`src/rtl/isqrt_pkg.sv`:
```
package isqrt_pkg;
  typedef enum logic [2:0] {
    OP_LOAD = 3'd0,  // accumulators from constants, buffer 1 open to host
    OP_SUM  = 3'd1,  // stash weight, form result+weight
    OP_XCH  = 3'd2,  // swap accumulator 1 with buffer 1
    OP_SUB  = 3'd3,  // trial subtract, keep on no borrow
    OP_ADD2 = 3'd4,  // result += weight<<1
    OP_SHR  = 3'd5,  // result >>= 1, weight restored
    OP_QSHR = 3'd6,  // weight >>= 2
    OP_FIN  = 3'd7   // result into buffer 1
  } alu_op_e;

  // low three bits are the ALU operation
  typedef enum logic [3:0] {
    ST_IDLE  = 4'b0000,
    ST_SUM   = 4'b0001,
    ST_SWAPA = 4'b0010,
    ST_CMP   = 4'b0011,
    ST_ADD2  = 4'b0100,
    ST_SHRT  = 4'b0101,
    ST_QSHR  = 4'b0110,
    ST_FIN   = 4'b0111,
    ST_SWAPB = 4'b1010,
    ST_SHRN  = 4'b1101
  } state_e;
endpackage

```
`src/rtl/isqrt_dp.sv`:
```
module isqrt_dp
  import isqrt_pkg::*;
#(
  parameter int unsigned W = 16
) (
  input  logic         clk_i,
  input  logic         rst_ni,
  input  alu_op_e      op_i,
  input  logic         host_wr_i,
  input  logic [W-1:0] host_data_i,
  output logic         ge_o,
  output logic         wlast_o,
  output logic [W-1:0] f1_o
);
  localparam logic [W-1:0] INIT_WEIGHT = W'(1) << (W - 2);

  logic [W-1:0] a0_q, a1_q, f0_q, f1_q;
  logic [W:0]   diff_w;

  assign diff_w  = {1'b0, a1_q} - {1'b0, a0_q};
  assign ge_o    = ~diff_w[W];
  assign wlast_o = (a0_q[W-1:2] == '0);
  assign f1_o    = f1_q;

  always_ff @(posedge clk_i or negedge rst_ni) begin
    if (!rst_ni) begin
      a0_q <= '0;
      a1_q <= '0;
      f0_q <= '0;
      f1_q <= '0;
    end else begin
      unique case (op_i)
        OP_LOAD: begin
          a0_q <= INIT_WEIGHT;
          a1_q <= '0;
          if (host_wr_i) f1_q <= host_data_i;
        end
        OP_SUM: begin
          f0_q <= a0_q;
          a0_q <= a0_q + a1_q;
        end
        OP_XCH: begin
          a1_q <= f1_q;
          f1_q <= a1_q;
        end
        OP_SUB:  if (ge_o) a1_q <= diff_w[W-1:0];
        OP_ADD2: a1_q <= a1_q + (f0_q << 1);
        OP_SHR: begin
          a1_q <= a1_q >> 1;
          a0_q <= f0_q;
        end
        OP_QSHR: a0_q <= a0_q >> 2;
        OP_FIN:  f1_q <= a1_q;
        default: ;
      endcase
    end
  end

  p_weight_r4: assert property (@(posedge clk_i) disable iff (!rst_ni)
    op_i == OP_SUM |-> $countones(a0_q) == 1);
  p_root_range_r9: assert property (@(posedge clk_i) disable iff (!rst_ni)
    op_i == OP_FIN |-> a1_q[W-1:W/2] == '0);
  p_f1_hold_r6: assert property (@(posedge clk_i) disable iff (!rst_ni)
    (op_i != OP_LOAD && op_i != OP_XCH && op_i != OP_FIN) |=> $stable(f1_q));
endmodule

```
`src/rtl/isqrt_ctrl.sv`:
```
module isqrt_ctrl
  import isqrt_pkg::*;
(
  input  logic    clk_i,
  input  logic    rst_ni,
  input  logic    start_i,
  input  logic    ge_i,
  input  logic    wlast_i,
  output alu_op_e op_o,
  output logic    busy_o,
  output logic    done_o
);
  state_e state_q, state_d;
  logic   taken_q, done_q;

  always_comb begin
    state_d = state_q;
    unique case (state_q)
      ST_IDLE:  if (start_i) state_d = ST_SUM;
      ST_SUM:   state_d = ST_SWAPA;
      ST_SWAPA: state_d = ST_CMP;
      ST_CMP:   state_d = ST_SWAPB;
      ST_SWAPB: state_d = taken_q ? ST_ADD2 : ST_SHRN;
      ST_ADD2:  state_d = ST_SHRT;
      ST_SHRT,
      ST_SHRN:  state_d = ST_QSHR;
      ST_QSHR:  state_d = wlast_i ? ST_FIN : ST_SUM;
      ST_FIN:   state_d = ST_IDLE;
      default:  state_d = ST_IDLE;
    endcase
  end

  always_ff @(posedge clk_i or negedge rst_ni) begin
    if (!rst_ni) begin
      state_q <= ST_IDLE;
      taken_q <= 1'b0;
      done_q  <= 1'b0;
    end else begin
      state_q <= state_d;
      if (state_q == ST_CMP) taken_q <= ge_i;
      if (state_q == ST_IDLE && start_i) done_q <= 1'b0;
      else if (state_q == ST_FIN)        done_q <= 1'b1;
    end
  end

  assign op_o   = alu_op_e'(state_q[2:0]);
  assign busy_o = (state_q != ST_IDLE);
  assign done_o = done_q;

  p_no_start_r2: assert property (@(posedge clk_i) disable iff (!rst_ni)
    (state_q == ST_IDLE && !start_i) |=> state_q == ST_IDLE);
  p_excl_r5: assert property (@(posedge clk_i) disable iff (!rst_ni)
    !(busy_o && done_o));
  p_finish_r5: assert property (@(posedge clk_i) disable iff (!rst_ni)
    state_q == ST_FIN |=> (done_o && !busy_o));
  p_run_on_r6: assert property (@(posedge clk_i) disable iff (!rst_ni)
    (busy_o && state_q != ST_FIN) |=> busy_o);
endmodule

```
`src/rtl/isqrt16.sv`:
```
module isqrt16
  import isqrt_pkg::*;
#(
  parameter int unsigned DATA_W = 16
) (
  input  logic              clk_i,
  input  logic              rst_ni,
  input  logic              wr_i,
  input  logic              addr_i,
  input  logic [DATA_W-1:0] wdata_i,
  output logic [DATA_W-1:0] rdata_o,
  output logic              busy_o,
  output logic              done_o
);
  localparam logic [DATA_W-1:0] START_CMD = DATA_W'(1);

  alu_op_e            op;
  logic               start, host_wr, ge, wlast, busy, done;
  logic [DATA_W-1:0]  f1;

  assign start   = wr_i &  addr_i & (wdata_i == START_CMD) & ~busy;
  assign host_wr = wr_i & ~addr_i & ~busy;

  isqrt_ctrl u_ctrl (
    .clk_i   (clk_i),
    .rst_ni  (rst_ni),
    .start_i (start),
    .ge_i    (ge),
    .wlast_i (wlast),
    .op_o    (op),
    .busy_o  (busy),
    .done_o  (done)
  );

  isqrt_dp #(.W(DATA_W)) u_dp (
    .clk_i       (clk_i),
    .rst_ni      (rst_ni),
    .op_i        (op),
    .host_wr_i   (host_wr),
    .host_data_i (wdata_i),
    .ge_o        (ge),
    .wlast_o     (wlast),
    .f1_o        (f1)
  );

  assign rdata_o = addr_i ? {{(DATA_W-2){1'b0}}, done, busy} : f1;
  assign busy_o  = busy;
  assign done_o  = done;

  p_host_blocked_r6: assert property (@(posedge clk_i) disable iff (!rst_ni)
    (busy && op == OP_SUB) |=> $stable(f1));
endmodule

```
`config.mk`:
```
export PLATFORM = sky130hd
export DESIGN_NAME = isqrt16
export DESIGN_NICKNAME = d
export VERILOG_FILES = /design/src/rtl/isqrt_pkg.sv /design/src/rtl/isqrt_dp.sv /design/src/rtl/isqrt_ctrl.sv /design/src/rtl/isqrt16.sv
export SDC_FILE = /design/constraint.sdc
export NUM_CORES = 1
export LEC_CHECK = 0
export ABC_AREA = 1
export BUFFER_PORTS_ARGS = -buffer_cell sky130_fd_sc_hd__buf_2
export CORE_MARGIN = 1.5
export CORE_UTILIZATION = 30
export CTS_CLUSTER_DIAMETER = 30
export DETAILED_ROUTE_END_ITERATION = 8
export PLACE_DENSITY = 0.49
export REMOVE_ABC_BUFFERS = 1
export SYNTH_ARGS = -nofsm -noshare
export SYNTH_HDL_FRONTEND = slang
export SYNTH_SLANG_ARGS = --single-unit
```
`constraint.sdc`:
```
create_clock -name clk_i -period 5.4 [get_ports clk_i]
set_input_delay 1.35 -clock clk_i [delete_from_list [all_inputs] [get_ports clk_i]]
set_output_delay 1.35 -clock clk_i [all_outputs]
set_load 0.005 [all_outputs]
```
======== Yosys cells after proc, flatten, opt, wreduce, memory -nomap -nowiden ========
Index checks and enable logic that the tools add are counted.
storage, ports and cells
  bits in registers ....................... 70
  output and inout port bits .............. 18
  logic and storage cells ................. 63
  latch bits .............................. 0
  RAM bits ................................ 0
  memories ................................ 0
  memory bits (read-only) ................. 0
operators by class
  add/sub/neg operators ................... 3
  multipliers ............................. 0
  reductions and logical operators ........ 13
  div/mod/pow operators ................... 0
  bitwise gates (word level) .............. 8
  magnitude comparators ................... 0
  shift operators ......................... 0
  multiplexer cells ....................... 12
  eq/ne operators ......................... 20
operators by type and width
  cell                                                                     count
  16-bit one-hot mux with 5 select lines                                   1
  16-bit one-hot mux with 4 select lines                                   1
  16-bit two-way mux                                                       3
  16-bit adder                                                             2
  16-bit one-hot mux with 2 select lines                                   1
  4-bit one-hot mux with 8 select lines                                    1
  16-bit by 16-bit subtractor with 17-bit output                           1
  16-bit by 1-bit equality test with 1-bit output (second input constant)  1
  4-bit by 3-bit equality test with 1-bit output (second input constant)   4
  14-bit zero test                                                         1
  3-bit equality test (second input constant)                              4
  4-bit by 2-bit equality test with 1-bit output (second input constant)   2
  4-bit equality test (second input constant)                              2
  4-bit two-way mux                                                        2
  4-bit nonzero test                                                       2
  3-bit by 2-bit equality test with 1-bit output (second input constant)   2
  1-bit bitwise AND                                                        5
  5-bit nonzero test                                                       1
  4-bit by 1-bit equality test with 1-bit output (second input constant)   1
  4-bit zero test                                                          1
  2-bit inequality test (second input constant)                            2
  2-bit AND reduction                                                      2
  2-bit nonzero test                                                       2
  2-bit OR reduction                                                       2
  7 further kinds                                                          10

======== Longest topological paths before layout ========
  word-level depth ........................ 5
  depth in mapped cells ................... 16

======== Hierarchy ========
From an unflattened synthesis, not the netlist that was laid out.
second synthesis, totals
  cell total of the unflattened synthesis .. 999
  area total of the unflattened synthesis .. 6412.4 um^2
by module, submodules not included
  module      seq. area each (um^2)  area an instance (um^2)  times used  cells an instance
  isqrt_dp    1601.5                 5844.4                   1           900
  isqrt_ctrl  150.1                  334.1                    1           42
  isqrt16     0.0                    234.0                    1           57

======== Least setup slack after synthesis ========
Ideal clock, no wire load.
  path kind ............................... in2out
  start ................................... input addr_i
  end ..................................... output rdata_o[10]
  data arrival time ....................... 1982 ps
  cell stages on the path ................. 3
  setup slack ............................. 2068 ps
  cell sequence ........................... clkbuf_1 clkbuf_1 nor2_1
on the way
  longest elaborated chain between the ends .. 1
ends and longest elaborated chain
  item                RTL line       source
  from (decl)         isqrt16.sv:9   input logic addr_i,
  16-bit two-way mux  isqrt16.sv:46  assign rdata_o = addr_i ? {{(DATA_W-2){1'b0}}, done, busy} : f1;
  to (decl)           isqrt16.sv:11  output logic [DATA_W-1:0] rdata_o,
No other way between the ends.

======== Worst setup path in the final report ========
  start ................................... input addr_i
  end ..................................... output rdata_o[0]
The elaborated chain is that of the path after synthesis.

==> metrics.txt <==
status finished clean; row count 53; Placed Cells 1287; Vias 6372; routed wire length 20700 um; Avg Cell Area, Syn 6.46 um^2; worst skew pair latency 0.35 ns; H-tree Lvls 3; YS warnings 0; number of nets in the layout 1092; drt initial violations 396; DR top layer met4; die area 22500 um^2; relative slew slack 28.3%; largest net degree at the start of global routing 71; fin crit period 3.38 ns; gpl congestion 0.846; WP data required 4.05 ns; Mapped Area 6480 um^2; CTS tree done; TritonCTS Sinks 70; beginning of the worst register-to-register path u_ctrl.state_q[2]; Async S/R FF share, synth 100%; first-pass GRT wire length 33500 um; setup tns final 0 ns; prevailing post-synth register cell dfrtp_1; total congestion overflow 0; die width 150 um; number of global-route vias before repair 6125; final slew viol count 0; TritonCTS buffer count 9; post-CTS setup buffer count 0; Data arrival, critical path 2.03 ns; Die Ht 150 um; VDD IR-drop max 0.000274 V; final setup skew 0.00707 ns; endpoints failing hold 0; Setup WS post-layout 2.02 ns; post-CTS sizing 0; port bufs 37; Tot Pwr 4.41 mW; post-route non-filler standard cell count 1302; CP Launch Type input port; Routed met3 length 702 um; Max Root-Sink Buffers 2; CP Class in -> out; Met2 Wirelength 9210 um; Post-CTS Hold Fix Bufs 0; clock-pin slew on the worst setup and hold paths 0.06 ns; initial antenna violation count 0; Core Area 21100 um^2; post-DP HPWL 16200 um; Via density 4.89; wire length per cell 15.9 um; pre-CTS WS 2.01 ns; sequential area share after synthesis 27.0%; Final ANT Viol Nets 0; cell area power density 618 nW/um^2; FF+latch count, synth 70; post-synthesis instance total 1003; Critical Path End Type output port; total track usage 19.5%; LEAKAGE 3.80 nW; Worst Hold Class reg -> reg; CP startpoint addr_i; most frequent cells in the layout nand2_1, inv_1, nand3_1; RSZ-0062 raised after global routing no; Root Driver clkbuf_16; # IOs 38; commonest non-fill, non-tap cell in the layout nand2_1; EDFF count, synth 0; ANT cells 0; post-layout util 33.8%; Slew @ Worst Pin 1.07 ns; share of layout cells above drive strength 1 8.67%; min-delay src u_dp.f0_q[15]; met1 WL 10300 um; Distinct cells, synth 48; Final Cycle Share 62.5%; Fmax achieved 296 MHz; Setup-failing EPs final 0; area delta synth->final 10.0%; CP Max Fanout 20; Max Cap Viol 0; Pre-antenna DRT Iters 5; initial core utilization 30.7%; DRC violations left 0
## report_power, final
group          leakage, nW  switching, mW  total (mW)  internal, mW
clock network        0.137          0.243       0.612         0.369
logic                 2.76           1.87        2.79         0.916
registers            0.900          0.264        1.01         0.743
total                 3.80           2.38        4.41          2.03
## cells in the mapped netlist (all sizes together), types with 2 or more instances
cell	n	area [um^2]
fa	3	60.1
nand4	24	150
clkbuf	9	37.5
o21bai	3	22.5
o21a	7	52.6
o21ai	60	300
a21boi	3	22.5
nand3	82	415
nand3b	8	60.1
ha	46	576
buf	23	165
nor2	71	279
nor4	2	12.5
mux2	7	78.8
o221ai	2	17.5
or2	6	37.5
o2111ai	9	85.1
dfrtp	70	1750
a22oi	11	82.6
nor3	11	71.3
o22ai	3	18.8
xor2	2	17.5
a31oi	2	12.5
inv	174	653
nand2	324	1240
a21oi	34	181
## area by class of cell
type | instances | area, um^2
repair buffers | 41 | 218
inverters | 174 | 653
clock buffers | 14 | 254
fillers | 2387 | 14000
well taps | 275 | 344
multi-input cells | 727 | 3880
flip-flops and latches | 70 | 1750
clock inverters | 1 | 30.0
## logic make-up after synthesis
family,count (synthesis),synth area share (%)
buffers and inverters,206,13.2
AOI/OAI and AO/OA,140,13.3
adders and majority gates,49,9.81
and+or+nand+nor,528,35.0
muxes,7,1.22
DFF,70,27.0
xor gates and xnor gates,3,0.406
## per-stage QoR
stage / instance area, um^2 / hold WS, ns
after floorplan: 6280 / 0.464
after global placement: 6850 / 0.477
after detailed placement: 6850 / 0.489
after CTS: 7130 / 0.502
after global routing: 7130 / 0.515
final: 7130 / 0.492
## final timing paths
kind,cells past startpoint,slack [ns],end
worst max-delay path,4,2.02,rdata_o[0]
worst min-delay path,1,0.49,u_dp.f0_q[15]
worst max register to register,6,2.58,u_dp.a1_q[8]
worst min register to register,1,0.49,u_dp.f0_q[15]
max in group asynchronous,1,3.60,u_dp.a1_q[0]
min in group asynchronous,1,1.12,u_dp.a0_q[14]
## routing by layer
metal / vias up / GRT usage (%)
met5: - / 0
met4: 0 / 6.42
met3: 23 / 2.04
met2: 125 / 31.0
met1: 2961 / 27.4
li1: 3263 / -
## flip-flops by register name, indices dropped and copies added (netlist names)
name            count
u_ctrl.done_o       1
u_dp.a1_q          16
u_ctrl.state_q      4
u_dp.f1_o          16
u_dp.a0_q          16
u_dp.f0_q          16
u_ctrl.taken_q      1
## worst max-delay path: stages
cell and delay, ns:
buf_2 0.33, nor2_1 0.07, a21oi_1 0.13, buf_2 0.13
Power figures use the tool's default switching activity.
